===== src/rtl/rxd_pkg.sv =====
package rxd_pkg;
  localparam int LEN_W       = 16;
  localparam int DESC_STRIDE = 8;
  localparam int FB_EMPTY    = 15;
  localparam int FB_WRAP     = 13;
  localparam int FB_LAST     = 11;
  localparam int FB_LONG     = 5;

  typedef enum logic [2:0] {
    S_IDLE, S_F0, S_F1, S_F2, S_ACC, S_WB, S_DROP
  } rxd_state_e;

  // buffer reached its programmed capacity after `filled` bytes
  function automatic logic buf_full(input logic [LEN_W-1:0] filled,
                                    input logic [LEN_W-1:0] limit);
    return filled >= limit;
  endfunction

  // frame count (one bit wider, saturating) exceeds the frame limit
  function automatic logic over_limit(input logic [LEN_W:0] seen,
                                      input logic [LEN_W-1:0] limit);
    return seen > {1'b0, limit};
  endfunction

  // flags half-word written back into a filled descriptor
  function automatic logic [LEN_W-1:0] wb_flags(input logic [LEN_W-1:0] fetched,
                                                input logic last,
                                                input logic long_f);
    logic [LEN_W-1:0] f;
    f = fetched;
    f[FB_EMPTY] = 1'b0;
    f[FB_LAST]  = last;
    f[FB_LONG]  = last & long_f;
    return f;
  endfunction
endpackage


===== src/rtl/rxd_count.sv =====
module rxd_count
  import rxd_pkg::*;
(
  input  logic             clk,
  input  logic             rst_n,
  input  logic             clr_buf,
  input  logic             clr_frame,
  input  logic             beat,
  input  logic [LEN_W-1:0] max_buf,
  input  logic [LEN_W-1:0] max_frame,
  output logic [LEN_W-1:0] buf_cnt,
  output logic [LEN_W-1:0] len_now,
  output logic             full_now,
  output logic             long_now
);
  logic [LEN_W:0] frame_cnt;
  logic [LEN_W:0] frame_next;

  assign len_now    = buf_cnt + 1'b1;
  assign frame_next = (&frame_cnt) ? frame_cnt : frame_cnt + 1'b1;
  assign full_now   = buf_full(len_now, max_buf);
  assign long_now   = over_limit(frame_next, max_frame);

  always_ff @(posedge clk or negedge rst_n) begin
    if (!rst_n) begin
      buf_cnt <= '0;
    end else if (clr_buf) begin
      buf_cnt <= '0;
    end else if (beat) begin
      buf_cnt <= len_now;
    end
  end

  always_ff @(posedge clk or negedge rst_n) begin
    if (!rst_n) begin
      frame_cnt <= '0;
    end else if (clr_frame) begin
      frame_cnt <= '0;
    end else if (beat) begin
      frame_cnt <= frame_next;
    end
  end
endmodule


===== src/rtl/rxd_ptr.sv =====
module rxd_ptr
  import rxd_pkg::*;
#(
  parameter int AW = 32
) (
  input  logic          clk,
  input  logic          rst_n,
  input  logic          load,
  input  logic          advance,
  input  logic          wrap,
  input  logic [AW-1:0] ring_base,
  output logic [AW-1:0] ptr
);
  localparam logic [AW-1:0] STEP = AW'(DESC_STRIDE);

  always_ff @(posedge clk or negedge rst_n) begin
    if (!rst_n) begin
      ptr <= '0;
    end else if (load) begin
      ptr <= ring_base;
    end else if (advance) begin
      ptr <= wrap ? ring_base : ptr + STEP;
    end
  end
endmodule


===== src/rtl/rxd_ctrl.sv =====
module rxd_ctrl
  import rxd_pkg::*;
#(
  parameter int AW = 32
) (
  input  logic             clk,
  input  logic             rst_n,
  input  logic             rx_start,
  input  logic             in_valid,
  input  logic             in_last,
  input  logic [31:0]      mem_rd_data,
  input  logic [LEN_W-1:0] len_now,
  input  logic             full_now,
  input  logic             long_now,
  output logic             idle,
  output logic             in_ready,
  output logic             rd_req,
  output logic             addr_hi,
  output logic             wr_req,
  output logic [31:0]      wb_word,
  output logic             byte_we,
  output logic             clr_buf,
  output logic             clr_frame,
  output logic             ptr_adv,
  output logic             wrap,
  output logic [AW-1:0]    buf_base,
  output logic             rx_active,
  output logic             evt_frame,
  output logic             evt_buf,
  output logic             busy,
  output logic             decide
);
  rxd_state_e       state;
  logic             mid;
  logic             skip;
  logic [LEN_W-1:0] desc_flags;
  logic [LEN_W-1:0] wb_len;
  logic             wb_last;
  logic             wb_long;

  always_ff @(posedge clk or negedge rst_n) begin
    if (!rst_n) begin
      state      <= S_IDLE;
      rx_active  <= 1'b0;
      mid        <= 1'b0;
      skip       <= 1'b0;
      desc_flags <= '0;
      buf_base   <= '0;
      wb_len     <= '0;
      wb_last    <= 1'b0;
      wb_long    <= 1'b0;
    end else begin
      case (state)
        S_IDLE: begin
          if (in_valid) skip <= !in_last;
          if (rx_start) begin
            mid   <= 1'b0;
            state <= S_F0;
          end
        end
        S_F0: state <= S_F1;
        S_F1: begin
          desc_flags <= mem_rd_data[31:16];
          state      <= S_F2;
        end
        S_F2: begin
          buf_base <= mem_rd_data[AW-1:0];
          if (desc_flags[FB_EMPTY]) begin
            rx_active <= 1'b1;
            state     <= S_ACC;
          end else begin
            rx_active <= 1'b0;
            state     <= mid ? S_DROP : S_IDLE;
          end
        end
        S_ACC: begin
          if (in_valid) begin
            if (skip) begin
              skip <= !in_last;
            end else if (in_last || full_now) begin
              wb_len  <= len_now;
              wb_last <= in_last;
              wb_long <= in_last & long_now;
              state   <= S_WB;
            end
          end
        end
        S_WB: begin
          mid   <= !wb_last;
          state <= S_F0;
        end
        S_DROP: begin
          if (in_valid && in_last) state <= S_IDLE;
        end
        default: state <= S_IDLE;
      endcase
    end
  end

  assign idle      = (state == S_IDLE);
  assign in_ready  = (state == S_IDLE) || (state == S_ACC) || (state == S_DROP);
  assign rd_req    = (state == S_F0) || (state == S_F1);
  assign addr_hi   = (state == S_F1);
  assign wr_req    = (state == S_WB);
  assign decide    = (state == S_F2);
  assign busy      = rd_req || decide || wr_req;
  assign byte_we   = (state == S_ACC) && in_valid && !skip;
  assign clr_buf   = wr_req || (idle && rx_start);
  assign clr_frame = (wr_req && wb_last) || (idle && rx_start);
  assign ptr_adv   = wr_req;
  assign wrap      = desc_flags[FB_WRAP];
  assign evt_frame = wr_req && wb_last;
  assign evt_buf   = wr_req && !wb_last;
  assign wb_word   = {wb_flags(desc_flags, wb_last, wb_long), wb_len};
endmodule


===== src/rtl/rx_desc_ring.sv =====
module rx_desc_ring
  import rxd_pkg::*;
#(
  parameter int AW = 32
) (
  input  logic             clk,
  input  logic             rst_n,
  input  logic [AW-1:0]    ring_base,
  input  logic             base_load,
  input  logic             rx_start,
  input  logic [LEN_W-1:0] max_buf_len,
  input  logic [LEN_W-1:0] max_frame_len,
  input  logic             in_valid,
  input  logic [7:0]       in_data,
  input  logic             in_last,
  output logic             in_ready,
  output logic             mem_rd_req,
  output logic             mem_wr_req,
  output logic [AW-1:0]    mem_addr,
  output logic [31:0]      mem_wr_data,
  input  logic [31:0]      mem_rd_data,
  output logic             buf_wr_en,
  output logic [AW-1:0]    buf_wr_addr,
  output logic [7:0]       buf_wr_byte,
  output logic             rx_active,
  output logic             evt_buf,
  output logic             evt_frame
);
  localparam logic [AW-1:0] HI_WORD = AW'(4);

  logic             idle, addr_hi, byte_we, clr_buf, clr_frame, ptr_adv, wrap;
  logic             busy_desc, fetch_decide, full_now, long_now;
  logic [LEN_W-1:0] buf_cnt, len_now;
  logic [AW-1:0]    ptr, buf_base;

  rxd_ctrl #(.AW(AW)) u_ctrl (
    .clk(clk), .rst_n(rst_n), .rx_start(rx_start),
    .in_valid(in_valid), .in_last(in_last), .mem_rd_data(mem_rd_data),
    .len_now(len_now), .full_now(full_now), .long_now(long_now),
    .idle(idle), .in_ready(in_ready), .rd_req(mem_rd_req), .addr_hi(addr_hi),
    .wr_req(mem_wr_req), .wb_word(mem_wr_data), .byte_we(byte_we),
    .clr_buf(clr_buf), .clr_frame(clr_frame), .ptr_adv(ptr_adv), .wrap(wrap),
    .buf_base(buf_base), .rx_active(rx_active), .evt_frame(evt_frame),
    .evt_buf(evt_buf), .busy(busy_desc), .decide(fetch_decide)
  );

  rxd_count u_count (
    .clk(clk), .rst_n(rst_n), .clr_buf(clr_buf), .clr_frame(clr_frame),
    .beat(byte_we), .max_buf(max_buf_len), .max_frame(max_frame_len),
    .buf_cnt(buf_cnt), .len_now(len_now), .full_now(full_now),
    .long_now(long_now)
  );

  rxd_ptr #(.AW(AW)) u_ptr (
    .clk(clk), .rst_n(rst_n), .load(idle && base_load), .advance(ptr_adv),
    .wrap(wrap), .ring_base(ring_base), .ptr(ptr)
  );

  assign mem_addr    = addr_hi ? ptr + HI_WORD : ptr;
  assign buf_wr_en   = byte_we;
  assign buf_wr_addr = buf_base + AW'(buf_cnt);
  assign buf_wr_byte = in_data;
endmodule


===== config.mk =====
export PLATFORM = sky130hd
export DESIGN_NAME = rx_desc_ring
export DESIGN_NICKNAME = d
export VERILOG_FILES = /design/src/rtl/rxd_pkg.sv /design/src/rtl/rxd_count.sv /design/src/rtl/rxd_ptr.sv /design/src/rtl/rxd_ctrl.sv /design/src/rtl/rx_desc_ring.sv
export SDC_FILE = /design/constraint.sdc
export NUM_CORES = 1
export LEC_CHECK = 0
export CORE_MARGIN = 10
export CORE_UTILIZATION = 35
export CTS_CLUSTER_SIZE = 12
export DETAILED_ROUTE_END_ITERATION = 8
export DONT_BUFFER_PORTS = 1
export PLACE_DENSITY = 0.49
export SETUP_SLACK_MARGIN = 0.02
export SYNTH_ARGS = -nofsm -noshare
export SYNTH_HDL_FRONTEND = slang
export SYNTH_HIERARCHICAL = 1
export SYNTH_SLANG_ARGS = --single-unit
export TNS_END_PERCENT = 100

===== constraint.sdc =====
create_clock -name clk -period 3.75 [get_ports clk]
set_input_delay 0.75 -clock clk [delete_from_list [all_inputs] [get_ports clk]]
set_output_delay 0.75 -clock clk [all_outputs]
set_load 0.02 [all_outputs]

==> flow_summary.yaml, run 1 <==
run_status:
  outcome: "finished, final reports clean"
clock_tree:
  clk_latency_ns: 0.42
  cts_root_buf: "clkbuf_16"
  htreeDepth: 4
  clkSinkCount: 135
  numCtsBuffers: 17
  cts_buffer_depth: 2
  clk_pin_slew_ns: 0.06
  cts_tree: "built"
routing:
  wl_per_cell_um: 19.7
  first_pass_iters: 5
  drtAntennaViolNets: 0
  wl_mm: 28.0
  drt_drc_violations_left: 0
  dr_total_vias: 7620
  viasPerCell: 5.35
  drtIter0Drc: 385
sta:
  worstMarginPinSlew_ns: 0.851
  rsz0062_at_grt: "yes"
  finalSetupViolCount: 0
  max-slew-margin-rel: 0.431
  finalCriticalPeriod_ns: 3.63
  fmax_ghz: 0.275
  finClkSkew_ns: 0.0105
  final_hold_viol_count: 0
  fin_setup_tns_ns: 0
  min_period_over_period: 0.968
  slew_violations: 0
global_route:
  overflow: 0
  grt_pass1_wl_mm: 43.4
  antenna_found_initial: 1
  grt_max_degree: 131
  first_global_vias: 7734
  globalRouteTotalUtil: 0.160
power_and_ir_drop:
  clkPwrFrac: 0.223
  swShare: 0.438
  power_frac_comb: 0.426
  p_leak_nw: 4.97
  power.density_mw_per_mm2: 697
  sequentialPowerShare: 0.351
  p_int_mw: 4.28
  switchingPower_mw: 3.33
  max-vdd-ir-drop_mv: 0.317
layout:
  final_nets: 1233
  layout_common_cells: "134 x dfrtp_1, 89 x nor2_1, 83 x buf_4"
  final_common_cell: "dfrtp_1"
  finalNonFillerCells: 1424
  area_delta_synth_final_pct: 15.1
  fin_area_mm2: 0.0109
  drive_gt1_frac: 0.208
  final_core_util: 0.407
  antennaDiodeCount: 0
die:
  rows: 60
  fp.dieH_um: 185
  io_pins: 221
  die_area_mm2: 0.0341
  coreArea_mm2: 0.0268
  start_util: 0.354
  die_w_um: 185
setup_path:
  cp.required_ns: 3.00
  cp.arrival_ns: 2.88
  crit_top_cell: "buf_4"
  critPathLaunchType: "register"
  end_kind: "output port"
  critPathMaxStageDelay_ns: 0.38
  worst-path-buf-inv: 3
  cp_max_fo: 8
  crit_type: "reg2out"
  cpMaxStageDelayCell: "dfrtp_1"
  path_cells: "ha_2 -> fa_2 -> a21o_1 -> a221oi_2 -> buf_4 -> o2bb2ai_4 -> a211oi_4 -> buf_12 -> nor4_1 -> xor2_1 -> buf_4"
  critPathTopFamily: "compound AO/OA/AOI/OAI gates"
synth:
  avgSynthCellArea_um2: 9.25
  synth_cells: 1026
  ys_warn_count: 6
  syn-num-nets: 1189
  syn_area_mm2: 0.00949
job:
  maxCapViolCount: 0
placement:
  dpl_cell_area_mm2: 0.0101
  port_buffers: 0
  placed_cells: 1380
  gp_congestion: 0.845
  dp_hpwl_mm: 20.7
min_path:
  min_path_type: "in2async"
metal layers:
| metal | vias to the layer above | routed length, µm | global-route usage |
|---|---|---|---|
| met2 | 181 | 13400 | 0.265 |
| met4 | 2 | 334 | 0.0364 |
| met3 | 16 | 2010 | 0.0539 |
| met1 | 3698 | 12300 | 0.195 |
| met5 | - | 13 | 0 |
| li1 | 3723 | - | - |
state kept, by name (all words and copies together) (netlist names):
name	count
u_ctrl/desc_flags	14
u_ptr/ptr	32
u_ctrl/rx_active	1
u_ctrl/skip	1
u_ctrl/state	3
u_ctrl/mid	1
u_ctrl/wb_long	1
u_count/frame_cnt	17
u_ctrl/wb_last	1
u_ctrl/buf_base	32
u_ctrl/wb_len	16
u_count/buf_cnt	16
path summary, 6_finish.rpt:
path | endpoint | depth (start not counted) | slack, ns | startpoint
worst max-delay path | buf_wr_addr[28] | 11 | 0.12 | u_ctrl/buf_base[0]
worst min-delay path | u_ctrl/wb_len[15] | 0 | 0.04 | rst_n
worst max register to register | u_ctrl/wb_len[15] | 15 | 0.24 | u_count/buf_cnt[0]
worst min register to register | u_ctrl/wb_long | 2 | 0.52 | u_ctrl/wb_long
max in group asynchronous | u_count/buf_cnt[1] | 1 | 2.76 | rst_n
min in group clk | u_ctrl/skip | 1 | 0.44 | in_valid
power groups by stage:
stage | registers [mW] | clock network [mW] | logic, mW
floorplan | 2.37 | 0 | 2.61
global placement | 2.69 | 0 | 3.18
detailed placement | 2.69 | 0 | 3.20
CTS | 2.66 | 1.77 | 3.24
global route | 2.77 | 1.82 | 3.57
finish | 2.67 | 1.70 | 3.24
per-stage QoR:
| stage | worst slack [ns] | hold slack [ns] | total power [mW] |
|---|---|---|---|
| after global routing | -0.0331 | 0.00207 | 8.16 |
| after detailed placement | 0.109 | 0.460 | 5.89 |
| after global placement | 0.188 | 0.461 | 5.87 |
| final | 0.119 | 0.0357 | 7.61 |
| after floorplan | 0.296 | 0.454 | 4.98 |
| after CTS | 0.0539 | 0.000498 | 7.67 |
timing repair:
item,4_1_cts,5_1_grt
gates resized for setup,5,14
pin swaps,3,11
hold buffers,1,2
setup endpoints to repair,13,32
buffers inserted,4,5
hold endpoints to repair,6,23
layout make-up:
class | instances | area [µm²]
clock buffers | 18 | 429
multi-input cells | 778 | 5640
flip-flops and latches | 135 | 3380
inverters | 50 | 188
clock inverters | 14 | 150
fillers | 2699 | 15900
well taps | 341 | 427
repair buffers | 88 | 703
(Power assumes the default switching activity.)
==> run 2: changes to the inputs <==
--- a/config.mk
+++ b/config.mk
@@ -14,6 +14,5 @@
 export SETUP_SLACK_MARGIN = 0.02
 export SYNTH_ARGS = -nofsm -noshare
 export SYNTH_HDL_FRONTEND = slang
-export SYNTH_HIERARCHICAL = 1
 export SYNTH_SLANG_ARGS = --single-unit
 export TNS_END_PERCENT = 100
==> constraint.sdc (replaced) <==
create_clock -name clk -period 3.8 [get_ports clk]
set_input_delay 0.76 -clock clk [delete_from_list [all_inputs] [get_ports clk]]
set_output_delay 0.76 -clock clk [all_outputs]
set_load 0.02 [all_outputs]
==> run 2 against run 1 <==
  * Wire length shrank 0.59%
  * Sequential power is essentially flat
  * Cell count shrank 2.1%
  * Clock skew increased by 0.00090 ns
  * Final area decreased by 2.0%
  * Count of clock-buffer cells in the layout up 2
  * Critical path type unchanged
  * Critical endpoint is now buf_wr_addr[20]
  * Largest power group unchanged
==> flow_summary.yaml, run 2 <==
synth:
  synthArstFlopShare: 1.00
  synthMuxAreaShare: 0.0809
  synth_adder_area_share: 0.0703
  avgSynthCellArea_um2: 9.05
  synthXorXnorAreaFrac: 0.0743
  syn_area_mm2: 0.00954
  ys.flop_type: "dfrtp_1"
  synth_top_family_by_area: "simple AND/OR/NAND/NOR gates"
  yosys.area.top_type: "dfrtp_1"
  synthTopCellsByArea: "dfrtp_1 35%, ha_1 6.8%, mux2_2 6.7%"
  synth_common_cells: "135 x dfrtp_1, 94 x nand2_1, 90 x a21oi_1, 74 x nor2_1, 63 x o21ai_0"
  ys_warn_count: 0
  seq_area_frac_synth: 0.354
  synth_edf_count: 0
  synth_cells: 1054
  ys_ff_latch: 135
  synth_compound_area_frac: 0.169
  synth_cell_types: 81
  syn-num-nets: 1217
  yosysMostFrequentCell: "dfrtp_1"
  synthDominantCellAreaShare: 0.354
  synth-simple-area-share: 0.178
global_route:
  grt_pass1_wl_mm: 43.2
  first_global_vias: 7382
  globalRouteTotalUtil: 0.160
  met1_usage: 0.208
  grt_max_degree: 136
  top_usage_layer: "met2"
  antenna_found_initial: 2
  use_met2: 0.246
  overflow: 0
  gr-usage-met3: 0.0631
setup_path:
  cp.arrival_ns: 2.86
  r2r-start: "u_count.buf_cnt[1]"
  cp.required_ns: 3.04
  end_kind: "output port"
  critPathLaunchType: "register"
  crit_type: "reg2out"
  startpoint: "u_count.buf_cnt[0]"
  cp_max_fo: 7
sta:
  timing.hold.ws_ns: 0.0398
  fmax_ghz: 0.277
  final_hold_viol_count: 0
  finClkSkew_ns: 0.0114
  slew_violations: 0
  worstMarginPinSlew_ns: 0.729
  finalCriticalPeriod_ns: 3.62
  fin_setup_tns_ns: 0
  min_period_over_period: 0.951
  finalSetupViolCount: 0
  rsz0062_at_grt: "no"
  max-slew-margin-rel: 0.514
die:
  io_pins: 221
  die_area_mm2: 0.0343
  die_w_um: 185
  fp.dieH_um: 185
  coreArea_mm2: 0.0269
  rows: 60
  start_util: 0.355
power_and_ir_drop:
  max-vdd-ir-drop_mv: 0.303
  sequentialPowerShare: 0.337
  swShare: 0.430
  switchingPower_mw: 3.39
  power.total_mw: 7.88
  p_leak_nw: 4.74
  power_frac_comb: 0.410
  clkPwrFrac: 0.253
  p_int_mw: 4.49
  power.density_mw_per_mm2: 736
placement:
  dp_hpwl_mm: 20.8
  gp_congestion: 0.821
  port_buffers: 0
clock_tree:
  cts_root_buf: "clkbuf_16"
  clkSinkCount: 135
  cts_buffer_depth: 2
  cts_tree: "built"
  numCtsBuffers: 17
  htreeDepth: 4
  clk_pin_slew_ns: 0.06
  clk_latency_ns: 0.42
routing:
  drtAntennaViolNets: 0
  first_pass_iters: 4
  wl_mm: 27.9
  wl_per_cell_um: 20.0
  viasPerCell: 5.44
  dr_total_vias: 7578
  drt_drc_violations_left: 0
  drtIter0Drc: 380
layout:
  final_nets: 1202
  drive_gt1_frac: 0.184
  final_common_cell: "dfrtp_1"
  reg_top3: "u_ctrl.buf_base x32, u_ptr.ptr x32, u_count.frame_cnt x17"
  area_delta_synth_final_pct: 12.2
  layout_common_cells: "135 x dfrtp_1, 94 x nand2_1, 82 x a21oi_1"
run_status:
  outcome: "finished, final reports clean"
job:
  maxCapViolCount: 0
min_path:
  min_path_type: "in2async"
==> run 2: changes by cell type in the layout (fill, tap and decap cells not counted), moves of 10 or more <==
cell / previous run / this run
a21oi_1: 43 / 82
a22o_1: 1 / 11
and3_1: 30 / 15
buf_4: 83 / 42
nand2_1: 79 / 94
nand3_1: 71 / 45
nor2_1: 89 / 74
o21ai_0: 26 / 62
o22ai_1: 4 / 18
xnor2_1: 55 / 43
xor2_1: 53 / 28
xor2_2: 0 / 10
==> run 2: final timing paths <==
check                                        end  slack [ns]  cells past startpoint
setup / recovery                 buf_wr_addr[20]        0.18                     11
hold / removal                u_ctrl.buf_base[5]        0.04                      0
setup reg to reg                u_ctrl.wb_len[2]        0.30                     13
hold reg to reg            u_count.frame_cnt[11]        0.50                      1
max in group asynchronous          u_ptr.ptr[12]        3.56                      0
min in group clk                     u_ctrl.skip        0.44                      1
==> run 2: power by group through the flow <==
stage | logic [mW] | clock network [mW] | registers [mW]
floorplan | 2.98 | 0 | 2.26
global route | 3.59 | 2.10 | 2.75
detailed placement | 3.24 | 0 | 2.66
CTS | 3.27 | 2.04 | 2.65
global placement | 3.23 | 0 | 2.66
finish | 3.23 | 1.99 | 2.66
==> run 2: area by class of cell <==
cell class	instances	area (µm²)
fillers	2694	16200
clock inverters	12	248
clock buffers	20	447
repair buffers	44	347
flip-flops and latches	135	3380
diodes	1	2.50
multi-input cells	790	5660
well taps	341	427
inverters	51	191
==> run 2: what timing repair did <==
action	CTS	global route
setup endpoints to repair	15	31
resized for setup	9	22
pin swaps	1	11
hold buffers	0	0
gates cloned	0	1
buffers inserted	1	3
==> run 2: worst max-delay path, cell delays in order, from the launching register on <==
cell and delay (ns):
dfrtp_1 0.36, buf_6 0.14, ha_2 0.18, inv_1 0.05, fa_2 0.35, nand2b_4 0.17
a21oi_4 0.18, o211ai_1 0.14, buf_4 0.17, a21o_1 0.22, a21oi_2 0.19, xor2_2 0.29
==> run 2: metal layers <==
layer | share of wire | vias to the layer above
met5 | 0.00047 | -
met4 | 0.0078 | 2
met3 | 0.083 | 17
met2 | 0.46 | 194
met1 | 0.45 | 3659
li1 | - | 3706
==> run 2: cell families after synthesis <==
logic type | Yosys count
compound gates | 263
other cells | 1
xor+xnor | 81
simple gates | 325
mux | 66
buf+inv | 130
flops | 135
fa+ha+maj | 53
==> run 2: metrics by stage <==
step / util / area, µm² / setup slack, ns / std cells
6_report: 0.398 / 10700 / 0.184 / 1394
5_1_grt: 0.398 / 10700 / 0.0243 / 1393
4_1_cts: 0.392 / 10500 / 0.00281 / 1389
3_3_place_gp: 0.364 / 9780 / 0.254 / 1356
3_5_place_dp: 0.364 / 9780 / 0.0908 / 1356
2_1_floorplan: - / 9540 / 0.301 / 1054
